--- src/rtl/dskw_pkg.sv ---
package dskw_pkg;
    localparam int DSK_NUM_CH = 16;
    localparam int DSK_CW     = 5;
    localparam int DSK_FW     = 6;
    localparam int DSK_CMAX   = 21;
    localparam int DSK_FMAX   = 46;
    localparam logic [1:0] DSK_EN_ALL = 2'b11;
endpackage

--- src/rtl/dskw_clamp.sv ---
module dskw_clamp #(
    parameter int CW   = dskw_pkg::DSK_CW,
    parameter int FW   = dskw_pkg::DSK_FW,
    parameter int CMAX = dskw_pkg::DSK_CMAX,
    parameter int FMAX = dskw_pkg::DSK_FMAX,
    localparam int CODEW = CW + FW
) (
    input  logic [CODEW-1:0] raw,
    output logic [CODEW-1:0] lim,
    output logic             hit
);
    logic [CW-1:0] crs;
    logic [FW-1:0] fin;
    logic          crs_hi;
    logic          fin_hi;

    always_comb begin
        crs    = raw[CODEW-1:FW];
        fin    = raw[FW-1:0];
        crs_hi = crs > CW'(CMAX);
        fin_hi = fin > FW'(FMAX);
        lim    = {crs_hi ? CW'(CMAX) : crs, fin_hi ? FW'(FMAX) : fin};
        hit    = crs_hi | fin_hi;
    end
endmodule

--- src/rtl/dskw_fanout.sv ---
module dskw_fanout #(
    parameter int NUM_CH = dskw_pkg::DSK_NUM_CH,
    localparam int HALF  = NUM_CH / 2
) (
    input  logic              fan_single,
    input  logic              in_a,
    input  logic              in_b,
    input  logic              in_all,
    output logic [NUM_CH-1:0] ch_in
);
    for (genvar c = 0; c < NUM_CH; c++) begin : g_ch
        if (c < HALF) begin : g_lo
            assign ch_in[c] = fan_single ? in_all : in_a;
        end else begin : g_hi
            assign ch_in[c] = fan_single ? in_all : in_b;
        end
    end
endmodule

--- src/rtl/dskw_cal_bank.sv ---
module dskw_cal_bank #(
    parameter int NUM_CH = dskw_pkg::DSK_NUM_CH,
    parameter int CW     = dskw_pkg::DSK_CW,
    parameter int FW     = dskw_pkg::DSK_FW,
    parameter int CMAX   = dskw_pkg::DSK_CMAX,
    parameter int FMAX   = dskw_pkg::DSK_FMAX,
    localparam int CODEW = CW + FW,
    localparam int NREG  = 2 * NUM_CH,
    localparam int AW    = $clog2(NREG)
) (
    input  logic                 clk,
    input  logic                 rst_n,
    input  logic                 cal_mode_n,
    input  logic                 wr_stb,
    input  logic [1:0]           fn_en,
    input  logic [AW-1:0]        addr,
    input  logic [CODEW-1:0]     din,
    input  logic                 fan_single,
    input  logic                 in_a,
    input  logic                 in_b,
    input  logic                 in_all,
    output logic [NUM_CH-1:0]    ch_in,
    output logic [NUM_CH*CW-1:0] rise_crs,
    output logic [NUM_CH*FW-1:0] rise_fin,
    output logic [NUM_CH*CW-1:0] fall_crs,
    output logic [NUM_CH*FW-1:0] fall_fin,
    output logic [CODEW-1:0]     rd_code,
    output logic                 oor_flag
);
    typedef struct packed {
        logic [NREG-1:0][CODEW-1:0] bank;
        logic [NREG-1:0][CODEW-1:0] app;
        logic [CODEW-1:0]           lat_code;
        logic [AW-1:0]              lat_addr;
        logic                       pend;
        logic                       oor;
        logic [CODEW-1:0]           rd;
    } st_t;

    st_t              st_d, st_q;
    logic [CODEW-1:0] lim_code;
    logic             lim_hit;
    logic             wr_take;

    dskw_clamp #(.CW(CW), .FW(FW), .CMAX(CMAX), .FMAX(FMAX)) u_clamp (
        .raw (din),
        .lim (lim_code),
        .hit (lim_hit)
    );

    dskw_fanout #(.NUM_CH(NUM_CH)) u_fan (
        .fan_single (fan_single),
        .in_a       (in_a),
        .in_b       (in_b),
        .in_all     (in_all),
        .ch_in      (ch_in)
    );

    assign wr_take = wr_stb && !cal_mode_n && (fn_en == dskw_pkg::DSK_EN_ALL);

    always_comb begin
        st_d = st_q;
        // capture stage: latch follows the bus while the strobe is accepted
        st_d.pend = wr_take;
        if (wr_take) begin
            st_d.lat_code = lim_code;
            st_d.lat_addr = addr;
            if (lim_hit) begin
                st_d.oor = 1'b1;
            end
        end
        // commit stage: end of the calibration cycle
        if (st_q.pend) begin
            st_d.bank[st_q.lat_addr] = st_q.lat_code;
        end
        st_d.rd = st_q.bank[addr];
        if (cal_mode_n) begin
            st_d.app = st_q.bank;
        end
    end

    always_ff @(posedge clk or negedge rst_n) begin
        if (!rst_n) begin
            st_q <= '0;
        end else begin
            st_q <= st_d;
        end
    end

    for (genvar c = 0; c < NUM_CH; c++) begin : g_out
        assign rise_crs[c*CW +: CW] = st_q.app[c][CODEW-1:FW];
        assign rise_fin[c*FW +: FW] = st_q.app[c][FW-1:0];
        assign fall_crs[c*CW +: CW] = st_q.app[NUM_CH+c][CODEW-1:FW];
        assign fall_fin[c*FW +: FW] = st_q.app[NUM_CH+c][FW-1:0];
    end

    assign rd_code  = st_q.rd;
    assign oor_flag = st_q.oor;
endmodule

--- config.mk ---
export PLATFORM = sky130hd
export DESIGN_NAME = dskw_cal_bank
export DESIGN_NICKNAME = d
export VERILOG_FILES = /design/src/rtl/dskw_pkg.sv /design/src/rtl/dskw_clamp.sv /design/src/rtl/dskw_fanout.sv /design/src/rtl/dskw_cal_bank.sv
export SDC_FILE = /design/constraint.sdc
export NUM_CORES = 1
export LEC_CHECK = 0
export BUFFER_PORTS_ARGS = -buffer_cell sky130_fd_sc_hd__buf_2
export CAP_MARGIN = 20
export CORE_ASPECT_RATIO = 0.5
export CORE_MARGIN = 2
export CORE_UTILIZATION = 30
export CTS_CLUSTER_DIAMETER = 200
export CTS_CLUSTER_SIZE = 20
export DETAILED_ROUTE_END_ITERATION = 8
export HOLD_SLACK_MARGIN = 0.02
export SYNTH_ARGS = -nofsm -noshare
export SYNTH_HDL_FRONTEND = slang
export SYNTH_SLANG_ARGS = --single-unit
--- constraint.sdc ---
create_clock -name clk -period 1.78 [get_ports clk]
set_input_delay 0.178 -clock clk [delete_from_list [all_inputs] [get_ports clk]]
set_output_delay 0.178 -clock clk [all_outputs]
set_load 0.01 [all_outputs]
# Yosys cells after proc, flatten, opt, wreduce, memory -nomap -nowiden
# Cells that the tools add are included.
[totals] reg_bits=733 inputBits=26 elab_cells=90 output_inout_bits=380
[op_classes] n_eq_ne=1 magnitude_cmp=5 n_reduce_logical=5 muxes=9 n_bitwise=1
[ops] cell="bitwise mux 352 bit" n=1
[ops] cell="binary-select mux 11 bit (select 5 bit)" n=1
[ops] cell="demux 11 bit (select 5 bit)" n=1
[ops] cell="two-way mux 11 bit" n=2
[ops] cell="less-than comparator 5 x 6 -> 1 bit, second input constant" n=2
[ops] cell="greater-than comparator 6 bit, second input constant" n=1
[ops] cell="two-way mux 6 bit" n=1
[ops] cell="greater-or-equal comparator 5 x 1 -> 1 bit, second input constant" n=1
[ops] cell="greater-than comparator 5 bit, second input constant" n=1
[ops] cell="two-way mux 5 bit" n=1
[ops] cell="logical AND 1 bit" n=3
[ops] cell="== test 2 bit, second input constant" n=1
[ops] cell="two-way mux 1 bit" n=2
[ops] cell="AND reduction 2 bit" n=1
[ops] cell="zero test 1 bit" n=1
[ops] cell="OR 1 bit" n=1

# Depth between registers and ports, before layout
[depth] word_depth=5 ltp_mapped=7 depth_no_buf=5

# By module
# A second synthesis with hierarchy kept.
[unflattened] cells_unflattened=2437 area_unflattened_um2=33322.0
[by_module_without_submodules] module="dskw_cal_bank" seq_area_each_um2=18342.6 cells_per_inst=2402 area_each_um2=33088.0 n_inst=1
[by_module_without_submodules] module="dskw_fanout" seq_area_each_um2=0.0 cells_per_inst=16 area_each_um2=127.6 n_inst=1
[by_module_without_submodules] module="dskw_clamp" seq_area_each_um2=0.0 cells_per_inst=19 area_each_um2=106.4 n_inst=1

# Least setup slack after synthesis
# No wires, ideal clock.
[synth_timing] kind="register to register" start="register st_q[14] in the netlist's numbering" end="register st_q[513] in the netlist's numbering" slack_ns=0.145 t_required_ns=1.655 setup_ns=0.125 period_less_slack_ns=1.635 n_path_buf=2 path_stages_with_launch=6 arrival_ns=1.510 cell_sequence="dfrtp_1 -> buf_2 -> or3b_4 -> nor2_2 -> buf_6 -> mux2_2"
[synth_via] elab_chain_len=5 word_cells_on_any_way=6 cone_classes="order compare (2); mux (3); reduce/logical (1)"
[synth_rtl] item="from (decl)" line="dskw_cal_bank.sv:40" source="st_t st_d, st_q;"
[synth_rtl] item="from (signal assigned)" line="dskw_cal_bank.sv:86" source="st_q <= st_d;"
[synth_rtl] item="less-than comparator 5 x 6 -> 1 bit (not written as such) / greater-or-equal comparator 5 x 1 -> 1 bit (equally long branches)" line="dskw_cal_bank.sv:74" source="st_d.bank[st_q.lat_addr] = st_q.lat_code;"
[synth_rtl] item="logical AND 1 bit (not written as such)" line="dskw_cal_bank.sv:74"
[synth_rtl] item="two-way mux 11 bit (not written as such)" line="dskw_cal_bank.sv:74"
[synth_rtl] item="demux 11 bit (select 5 bit) *" line="dskw_cal_bank.sv:74"
[synth_rtl] item="bitwise mux 352 bit *" line="dskw_cal_bank.sv:74"
# Mark *: on every way between the ends. The rest lies on a longest branch, timed or not.
# A chain may end at the register's enable or synchronous reset.

# Worst setup path in the final report
[layout_timing] start="register st_q[13] in the netlist's numbering" end="register st_q[523] in the netlist's numbering"
# The elaborated chain is that of the path after synthesis.

==> impl_metrics.toml <==
[status]
status = "finished with violations"
violations = "setup timing"

[logic_synthesis]
synth.cell_area_um2 = 33300
yosys_register_bits = 733
synthesis.instances = 2424
yosysMostFrequentCell = "dfrtp_1"
yosys-top-cells-count = "dfrtp_1, mux2_2, buf_4"
synth.largest_area_cell = "dfrtp_1"
netlist.area_leader.share_pct = 55.1
synth-main-ff-cell = "dfrtp_1"
yosys_warnings = 0
synth_area_leaders = "dfrtp_1, mux2_2, buf_4"
synth.yosys.seq_area_share_pct = 55.1
yosysUniqueCellTypes = 37
synth-edff-count = 0
synthArstFlopShare_pct = 100
avgSynthCellArea_um2 = 13.7
syn-num-nets = 2450

[timing]
worst_pin_slew_ns = 0.685
final_max_slew_viol_count = 0
setup_viol = 1
worst_slack_ns = -0.00104
clock.fmax_ghz = 0.561
period_minus_slack_ns = 1.78
grt_setup_unrepaired = "true"
fin_skew_ns = 0.0359
fin_crit_sh_pct = 100
maxSlewHeadroom_pct = 54.3
hold_violations = 0

[placement]
portBuffers = 405
dp.final_hpwl_um = 71500
dp_cells = 3956
dpl-instance-area_um2 = 35400
gp_congestion = 0.920

[cts]
cts.sinks = 733
cts_root_buf = "clkbuf_16"
cts.htree.levels = 2
clk_pin_slew_ns = 0.09
cts_buffers = 42
clk_path_buf_depth = 3
cts_tree = "yes"
insertion_delay_ns = 0.62

[routing]
first_iter_violations = 1332
viasPerCell = 4.67
finalWirelength_um = 96000
drc_errors = 0
dr.pass1.iters = 5
routedWlPerCell_um = 23.9
antenna_left = 0
num_vias = 18777

[global_route]
grt_pass1_vias = 19523
gr-total-overflow = 0
antenna_found_initial = 1
grt_max_degree = 88
grt_pass1_wl_um = 137000
track_usage_pct = 16.4

[final_layout]
design_area_um2 = 36700
final_nets = 2548
register_area_um2 = 18400
num_antenna_cells = 0
multiInputGateArea_um2 = 11300
areaGrowthSynthToFinish_pct = 10.4
stdcell_count = 4020
drive_above_1_share_pct = 53.0
fillers = 10776

[critical_path]
cp-end-kind = "register"
start_kind = "register"
reg2reg_setup_slack_ns = -0.001
critPathKind = "register to register"
cp.arrival_ns = 2.26
worst_r2r_endpoint = "st_q[523]"
reg2reg_depth = 4
path_max_fanout = 11
cp-endpoint = "st_q[523]"
startpoint = "st_q[13]"
r2r-start = "st_q[13]"
required_ns = 2.26

[floorplanning]
ios = 406
start_util_pct = 30.2
die_x_um = 475
coreArea_um2 = 110000
die_area_um2 = 114000
row_count = 86
dieHeight_um = 239

[power_and_ir_drop]
power_per_cell_area_nw_per_um2 = 941
ir_drop_v = 0.000661
leakagePower_nw = 19.3

[hold_path]
hp-class = "input port to async pin"

[run]
max_cap_viol_count = 0
==> timing repair <==
item                                   in CTS  in global routing
setup buffers                               0                  1
hold buffers                               17                  0
setup endpoints to repair                  63                230
endpoints found under the hold margin     617                  0
resized for setup                           4                  9
==> where the power goes <==
group	internal [mW]	switching, mW
clock	4.35	5.51
sequential	18.0	1.28
combinational	2.36	3.08
==> cell families after synthesis <==
family                 count (synthesis)  share of synthesized area [%]
muxes                                880                           29.1
DFF                                  733                           55.1
buffers and inverters                535                           11.0
and+or+nand+nor                      163                           2.39
AOI/OAI and AO/OA                    113                           2.38
==> metrics by stage <==
step                      power, mW  utilization [%]  worst slack, ns  TNS (ns)  hold WS [ns]
after global routing           36.0             33.4          -0.0114   -0.0702        0.0554
after detailed placement       25.0             32.2           -0.131     -4.03        0.0967
after floorplan                22.7                -            0.145         0        -0.118
after CTS                      35.0             33.3         -0.00543  -0.00543        0.0370
final                          34.6             33.4         -0.00104  -0.00104        0.0577
after global placement         24.9             32.2           -0.122     -2.80        0.0945
==> flip-flops by register name (all words and copies together), names as in the netlist <==
name	flops
fall_fin	96
rd_code	11
oor_flag	1
fall_crs	80
rise_crs	80
st_q	369
rise_fin	96
==> worst min-delay path by stage <==
stage          startpoint            to  slack, ns  cells past startpoint
2_1_floorplan       rst_n   fall_crs[0]      -0.12                      0
4_1_cts             rst_n  rise_fin[85]       0.04                      2
5_1_grt             rst_n  rise_fin[85]       0.06                      2
3_3_place_gp        rst_n  rise_fin[85]       0.09                      1
6_report            rst_n  rise_fin[85]       0.06                      2
3_5_place_dp        rst_n  rise_fin[85]        0.1                      1
==> cell type report <==
type / instances / share of cell area, %
sequential: 733 / 50.0
multi-input combinational: 1156 / 30.9
timing repair buffer: 586 / 11.0
tap: 1496 / 5.10
clock buffer: 43 / 2.93
clock inverter: 3 / 0.102
inverter: 3 / 0.0307
==> metal layers <==
metal  track usage, %  part of all wire [%]
met5                0                     0
met4             4.91                   2.9
met1             19.0                    38
met3             2.72                   4.5
met2             31.0                    54
==> layout by cell type, fill, tap and decap left out, drive strengths merged, types with 4 or more instances in the layout <==
cell / netlist / layout
a21oi: 24 / 24
a22o: 22 / 22
a22oi: 44 / 44
a31oi: 11 / 11
buf: 481 / 569
clkbuf: 51 / 43
dfrtp: 733 / 733
dlygate4sd3: 0 / 17
inv: 3 / 6
mux2: 704 / 704
mux2i: 176 / 176
nand2: 71 / 71
nand2b: 4 / 4
nand3: 25 / 25
nand3b: 4 / 4
nand4: 11 / 11
nor2: 22 / 22
nor3: 12 / 12
nor3b: 4 / 4
o21ai: 7 / 7
==> worst max-delay path, stage by stage (launching register included) <==
cell	delay (ns)
dfrtp_2	0.47
or3b_4	0.49
nor2_2	0.19
buf_12	0.16
mux2_2	0.33
(Power assumes the default switching activity.)
